--- config.mk ---
export PLATFORM = sky130hd
export DESIGN_NAME = idx_reg_bridge
export DESIGN_NICKNAME = d
export VERILOG_FILES = /design/src/rtl/idx_reg_bridge.sv
export SDC_FILE = /design/constraint.sdc
export NUM_CORES = 1
export LEC_CHECK = 0
export BUFFER_PORTS_ARGS = -buffer_cell sky130_fd_sc_hd__buf_2
export CAP_MARGIN = 10
export CORE_ASPECT_RATIO = 0.9
export CORE_MARGIN = 5
export CORE_UTILIZATION = 40
export CTS_CLUSTER_DIAMETER = 150
export CTS_CLUSTER_SIZE = 24
export DETAILED_ROUTE_END_ITERATION = 16
export PLACE_DENSITY = 0.69
export SLEW_MARGIN = 10
export SYNTH_ARGS = -nofsm -noshare
export SYNTH_HDL_FRONTEND = slang
export SYNTH_SLANG_ARGS = --single-unit
--- constraint.sdc ---
create_clock -name clk -period 3.2 [get_ports clk]
set_input_delay 0.64 -clock clk [delete_from_list [all_inputs] [get_ports clk]]
set_output_delay 0.64 -clock clk [all_outputs]
set_load 0.01 [all_outputs]
--- src/rtl/idx_reg_bridge.sv ---
module idx_reg_bridge #(
  parameter int RST_CYCLES = 16
) (
  input  logic       clk,
  input  logic       rst_n,
  input  logic [2:0] host_off,
  input  logic       host_rd,
  input  logic       host_wr,
  input  logic [7:0] host_wdata,
  output logic [7:0] host_rdata,
  output logic [7:0] be_addr,
  output logic [7:0] be_wdata,
  input  logic [7:0] be_rdata,
  output logic       be_rd,
  output logic       be_wr,
  output logic       ctl_rst
);
  localparam int CW = $clog2(RST_CYCLES + 1);

  logic [7:0]    idx;
  logic [CW-1:0] rst_cnt;
  logic          busy, rd, data_rd, data_wr, step;

  assign busy     = (rst_cnt != '0);
  assign ctl_rst  = busy;
  assign rd       = host_rd & ~host_wr;
  assign data_rd  = rd & (host_off[2:1] == 2'b01);
  assign data_wr  = host_wr & (host_off[2:1] == 2'b11);
  assign be_rd    = data_rd & ~busy;
  assign be_wr    = data_wr & ~busy;
  assign be_addr  = idx;
  assign be_wdata = host_wdata;
  assign step     = (be_rd | be_wr) & host_off[0];

  always_ff @(posedge clk) begin
    if (!rst_n)
      idx <= 8'h00;
    else if (host_wr && host_off == 3'd1)
      idx <= host_wdata;
    else if (step)
      idx <= idx + 8'd1;
  end

  always_ff @(posedge clk) begin
    if (!rst_n)
      rst_cnt <= '0;
    else if (host_wr && host_off == 3'd0)
      rst_cnt <= CW'(RST_CYCLES);
    else if (busy)
      rst_cnt <= rst_cnt - 1'b1;
  end

  always_ff @(posedge clk) begin
    if (!rst_n)
      host_rdata <= 8'h00;
    else if (rd) begin
      if (data_rd)
        host_rdata <= busy ? 8'h00 : be_rdata;
      else if (host_off == 3'd5)
        host_rdata <= idx;
      else
        host_rdata <= 8'h00;
    end
  end
endmodule

==> flow_metrics.tcl, run 1 <==
set metrics [dict create \
    status "finished, final reports clean" \
    power.leakage_nw 0.616 \
    async_reset_ff_share_pct 0 \
    reg2reg_to "be_addr[6]$_SDFFE_PN0P_" \
    synth_top_area_share_pct 36.6 \
    drive_above_1_share_pct 33.7 \
    syn_nets 159 \
    final_cell_mix "buf_2, dfxtp_1, o21ai_0" \
    worstMarginPinSlew_ns 0.640 \
    grtUsageTotal_pct 14.7 \
    synth.ff_latch_count 21 \
    fin_crit_sh_pct 82.0 \
    antenna_found_initial 0 \
    io_buffers 49 \
    ir_drop_v 0.000244 \
    syn_avg_cell_area_um2 8.56 \
    r2r_setup_slack_ns 1.08 \
    synth-seq-area-share_pct 36.6 \
    slew_headroom_pct 57.1 \
    synth_area_leaders "dfxtp_1, o21ai_0, a221oi_1" \
    core_um2 2750 \
    cts_made_buffers 3 \
    crit_required_ns 2.56 \
    synthCells 134 \
    drcViolationCount 0 \
    overflow 0 \
    worst_hold_path_type "flip-flop to flip-flop" \
    cts_tree "built" \
    wl_per_cell_um 13.7 \
    clock_sinks 21 \
    path_clk_slew_ns 0.13 \
    antennaDiodeCount 0 \
    fin_nets 198 \
    fillers 276 \
    powerDensity_nw_per_um2 494 \
    ys_types 38 \
    clock_latency_ns 0.31 \
    worst-setup-path-type "flip-flop to primary output" \
    total_power_mw 0.683 \
    drv_slew 0 \
    hold_viol_final 0 \
    synthesis.area_um2 1150 \
    die_h_um 60.8 \
    finalSetupTns_ns 0 \
    reg2reg_from "rst_cnt[0]$_SDFFE_PP0P_" \
    ctsResizeCount 0 \
    yosysTopAreaCell "dfxtp_1" \
    hpwl_um 2240 \
    end_kind "primary output" \
    drt_iter0_markers 87 \
    place.gp.congestion 0.770 \
    yosysWarnings 0 \
    grt_start_max_net_pins 21 \
    whs_endpoint "host_rdata[5]$_SDFFE_PN0P_" \
    fin_util_pct 50.3 \
    layout_min_cycle_time_ns 2.62 \
    final_common_cell "buf_2" \
    dieArea_um2 4040 \
    die_w_um 66.5 \
    num_io_pins 50 \
    arrival_ns 1.98 \
    finClkSkew_ns 0.0148 \
    synth-edff-count 0 \
    ant_nets 0 \
    yosys_most_used_dff "dfxtp_1" \
    fmax_mhz 381 \
    rsz0062_at_grt "false" \
    vias_per_cell 5.41 \
    grt_pass1_vias 1097 \
    vias 1147 \
    drt_pre_antenna_iters 4 \
    root_buffer "clkbuf_4" \
    postCtsSetupBuffers 0 \
    path_max_fanout 9 \
    cap_violations 0 \
    grt_pass1_wl_um 4690 \
    hp-start "host_rdata[5]$_SDFFE_PN0P_" \
    start_util_pct 41.8 \
    fp-row-count 18 \
    syn2layout_area_growth_pct 20.5 \
    cts_hold_repair.buffers 0 \
    holdPathStages 2 \
    cts_max_path_buffers 2 \
    finalSetupViolCount 0 \
    htreeDepth 1 \
    wl_um 2900 \
    startpoint_type "flip-flop" \
    reg2regPathDepth 6 \
]
## worst max path at each step
stage	startpoint	to	slack, ns
floorplan	host_off[2]	be_rd	1.05
global placement	host_off[2]	be_rd	0.78
detailed placement	host_off[2]	be_rd	0.74
CTS	rst_cnt[0]$_SDFFE_PP0P_	be_rd	0.59
global route	rst_cnt[1]$_SDFFE_PP0P_	be_rd	0.40
finish	rst_cnt[0]$_SDFFE_PP0P_	be_rd	0.58
## cells by family (layout without fill, tap and decap cells)
group / after synthesis / after routing / share of synthesized area [%]
buf+inv: 19 / 57 / 8.94
mux: 2 / 2 / 1.85
compound gates: 40 / 40 / 23.8
flops: 21 / 21 / 36.6
fa+ha+maj: 2 / 2 / 2.18
simple gates: 46 / 46 / 23.6
xor+xnor: 4 / 4 / 3.05
## registers in the layout, indices dropped and copies added, names as in the netlist
signal / cells
be_addr: 8
host_rdata: 8
rst_cnt: 5
## per-layer routing
metal / vias up / share of wire, % / GRT usage (%)
li1: 560 / - / -
met4: 0 / 0.86 / 4.35
met1: 528 / 42 / 18.5
met3: 4 / 8.7 / 3.70
met5: - / 0 / 0
met2: 55 / 49 / 24.9
## metrics by stage
| stage | area, um2 | hold WS (ns) | setup WS [ns] | cells |
|---|---|---|---|---|
| global route | 1380 | 0.550 | 0.404 | 212 |
| global placement | 1360 | 0.486 | 0.781 | 208 |
| floorplan | 1150 | 0.484 | 1.05 | 134 |
| CTS | 1380 | 0.528 | 0.588 | 212 |
| finish | 1380 | 0.526 | 0.575 | 212 |
| detailed placement | 1360 | 0.493 | 0.737 | 208 |
## critical path, cell delays in order, from the launching register on
cell and delay, ns:
dfxtp_1 0.34, inv_1 0.07, ha_1 0.21, nor4b_4 0.50
and3_2 0.39, buf_2 0.17
## cell usage after synthesis, types with 2 or more instances
cell,instances
dfxtp_1,21
o21ai_0,18
nor2_1,13
a221oi_1,8
buf_4,8
clkbuf_1,5
nand2_1,5
a21oi_1,4
a31oi_1,4
inv_1,4
nor3_1,4
nand2b_1,3
nand3_1,3
or3_1,3
and2_1,2
and3_2,2
ha_1,2
nor2b_1,2
o2111ai_1,2
xnor2_1,2
xor2_1,2
## layout make-up
type	count	area, um2	area share [%]
Timing Repair Buffer	49	245	17.7
Inverter	4	15.0	1.09
Clock buffer	3	22.5	1.63
Clock inverter	1	5.00	0.362
Tap cell	40	50.0	3.62
Sequential cell	21	420	30.4
Multi-Input combinational cell	94	624	45.2
## where the power goes
group          total (mW)  internal (mW)  switching [mW]
sequential          0.325          0.293          0.0323
clock               0.129         0.0467          0.0823
combinational       0.229          0.104           0.125
No activity file was read; power rests on OpenSTA's default activity.
==> inputs of run 2 (changes only) <==
PLACE_DENSITY = 0.72   (was 0.69)
clock period = 2.4 ns   (was 3.2 ns; I/O delays follow)
==> flow_metrics.tcl, run 2 (synthesis results as in run 1) <==
set metrics [dict create \
    design_area_um2 1430 \
    path_delay_family "simple AND/OR/NAND/NOR gates" \
    fin_crit_sh_pct 93.7 \
    reg2reg_from "rst_cnt[0]$_SDFFE_PP0P_" \
    drcViolationCount 0 \
    startpoint_type "flip-flop" \
    worstPathCellList "inv_1 > ha_1 > nor4b_4 > and3_2 > buf_2" \
    ant_nets 0 \
    root_buffer "clkbuf_4" \
    finalSetupViolCount 0 \
    die_h_um 60.8 \
    fin_util_pct 51.9 \
    hpwl_um 2400 \
    cts_hold_repair.buffers 0 \
    rsz0062_at_grt "false" \
    r2r_setup_slack_ns 0.35 \
    power.leakage_nw 0.643 \
    finalSetupTns_ns 0 \
    place_ws_ns 0.368 \
    place.gp.congestion 0.768 \
    drt_iter0_markers 50 \
    dieArea_um2 4040 \
    grtUsageTotal_pct 15.7 \
    fp-row-count 18 \
    drt_pre_antenna_iters 4 \
    grt_start_max_net_pins 21 \
    slowest_stage "dfxtp_1" \
    vias_per_cell 5.31 \
    die_w_um 66.5 \
    ctsResizeCount 0 \
    status "finished, final reports clean" \
    worstMarginPinSlew_ns 0.472 \
    whs_endpoint "host_rdata[1]$_SDFFE_PN0P_" \
    total_power_mw 0.984 \
    end_kind "primary output" \
    clock_latency_ns 0.30 \
    worst-setup-path-type "flip-flop to primary output" \
    path_max_fanout 9 \
    ir_drop_v 0.000427 \
    num_io_pins 50 \
    vias 1158 \
    final_common_cell "buf_2" \
    hold_viol_final 0 \
    syn2layout_area_growth_pct 24.3 \
    reg2regPathDepth 8 \
    powerDensity_nw_per_um2 690 \
    slew_headroom_pct 68.5 \
    htreeDepth 1 \
    hp-start "be_rdata[1]" \
    grt_pass1_wl_um 4930 \
    antenna_found_initial 0 \
    crit_buf_inv 2 \
    cts_max_path_buffers 2 \
    final_cell_mix "buf_2, dfxtp_1, o21ai_0" \
    core_um2 2750 \
    finClkSkew_ns 0.00506 \
    drive_above_1_share_pct 35.4 \
    crit_required_ns 1.92 \
    io_buffers 49 \
    start_util_pct 41.8 \
    fmax_mhz 444 \
    layout_setup_ws_ns 0.150 \
    antennaDiodeCount 0 \
    worst_hold_path_type "input pin to flip-flop" \
    cts_made_buffers 3 \
    drv_slew 0 \
    fin_nets 204 \
    arrival_ns 1.77 \
    worstSetupStartpoint "rst_cnt[0]$_SDFFE_PP0P_" \
    wl_per_cell_um 14.5 \
    wl_um 3170 \
    clock_sinks 21 \
    cap_violations 0 \
    grt_pass1_vias 1123 \
    overflow 0 \
    place_area_um2 1380 \
    holdPathStages 3 \
    fillers 284 \
    reg2reg_to "be_addr[6]$_SDFFE_PN0P_" \
    cts_tree "built" \
    layout_min_cycle_time_ns 2.25 \
    path_clk_slew_ns 0.12 \
    max_stage_delay_ns 0.34 \
]
[run 2: changes by cell type in the layout (fill, tap and decap cells not counted), sizes merged]
cell and change:
clkinv -1, buf +6, clkbuf +1
[run 2: cell type report]
cell class                      count  area (um2)  area share, %
Multi-Input combinational cell     94         624           43.8
Sequential cell                    21         420           29.5
Timing Repair Buffer               55         290           20.4
Tap cell                           40        50.0           3.51
Clock buffer                        4        26.3           1.84
Inverter                            4        15.0           1.05
[run 2: worst min-delay path, cell delays in order]
cell and delay (ns):
buf_2 0.08, a221oi_1 0.06, nor2_1 0.10
[run 2: layer usage]
layer  vias up  track usage (%)  part of all wire (%)
li1        574                -                     -
met1       539             19.3                    43
met2        43             27.2                    49
met3         2             6.11                   7.1
met4         0             2.03                  0.32
met5         -                0                     0
[run 2: worst max path at each step]
stage | end | cells past startpoint
floorplan | be_rd | 5
global placement | be_addr[5]$_SDFFE_PN0P_ | 7
detailed placement | be_addr[4]$_SDFFE_PN0P_ | 7
CTS | be_rd | 5
global route | be_rd | 5
finish | be_rd | 5
[run 2: through the flow]
stage                     hold WS, ns  instances
after floorplan                 0.484        134
after global placement          0.493        211
after detailed placement        0.497        211
after CTS                       0.426        215
after global routing            0.430        218
final                           0.438        218
[run 2: power by group]
group / internal [mW] / switching, mW
Sequential: 0.390 / 0.0443
Clock: 0.0648 / 0.106
Combinational: 0.192 / 0.186
[run 2: what timing repair did]
action	CTS	global route
setup buffers	0	3
hold endpoints to repair	0	0
endpoints found under the setup margin	0	1
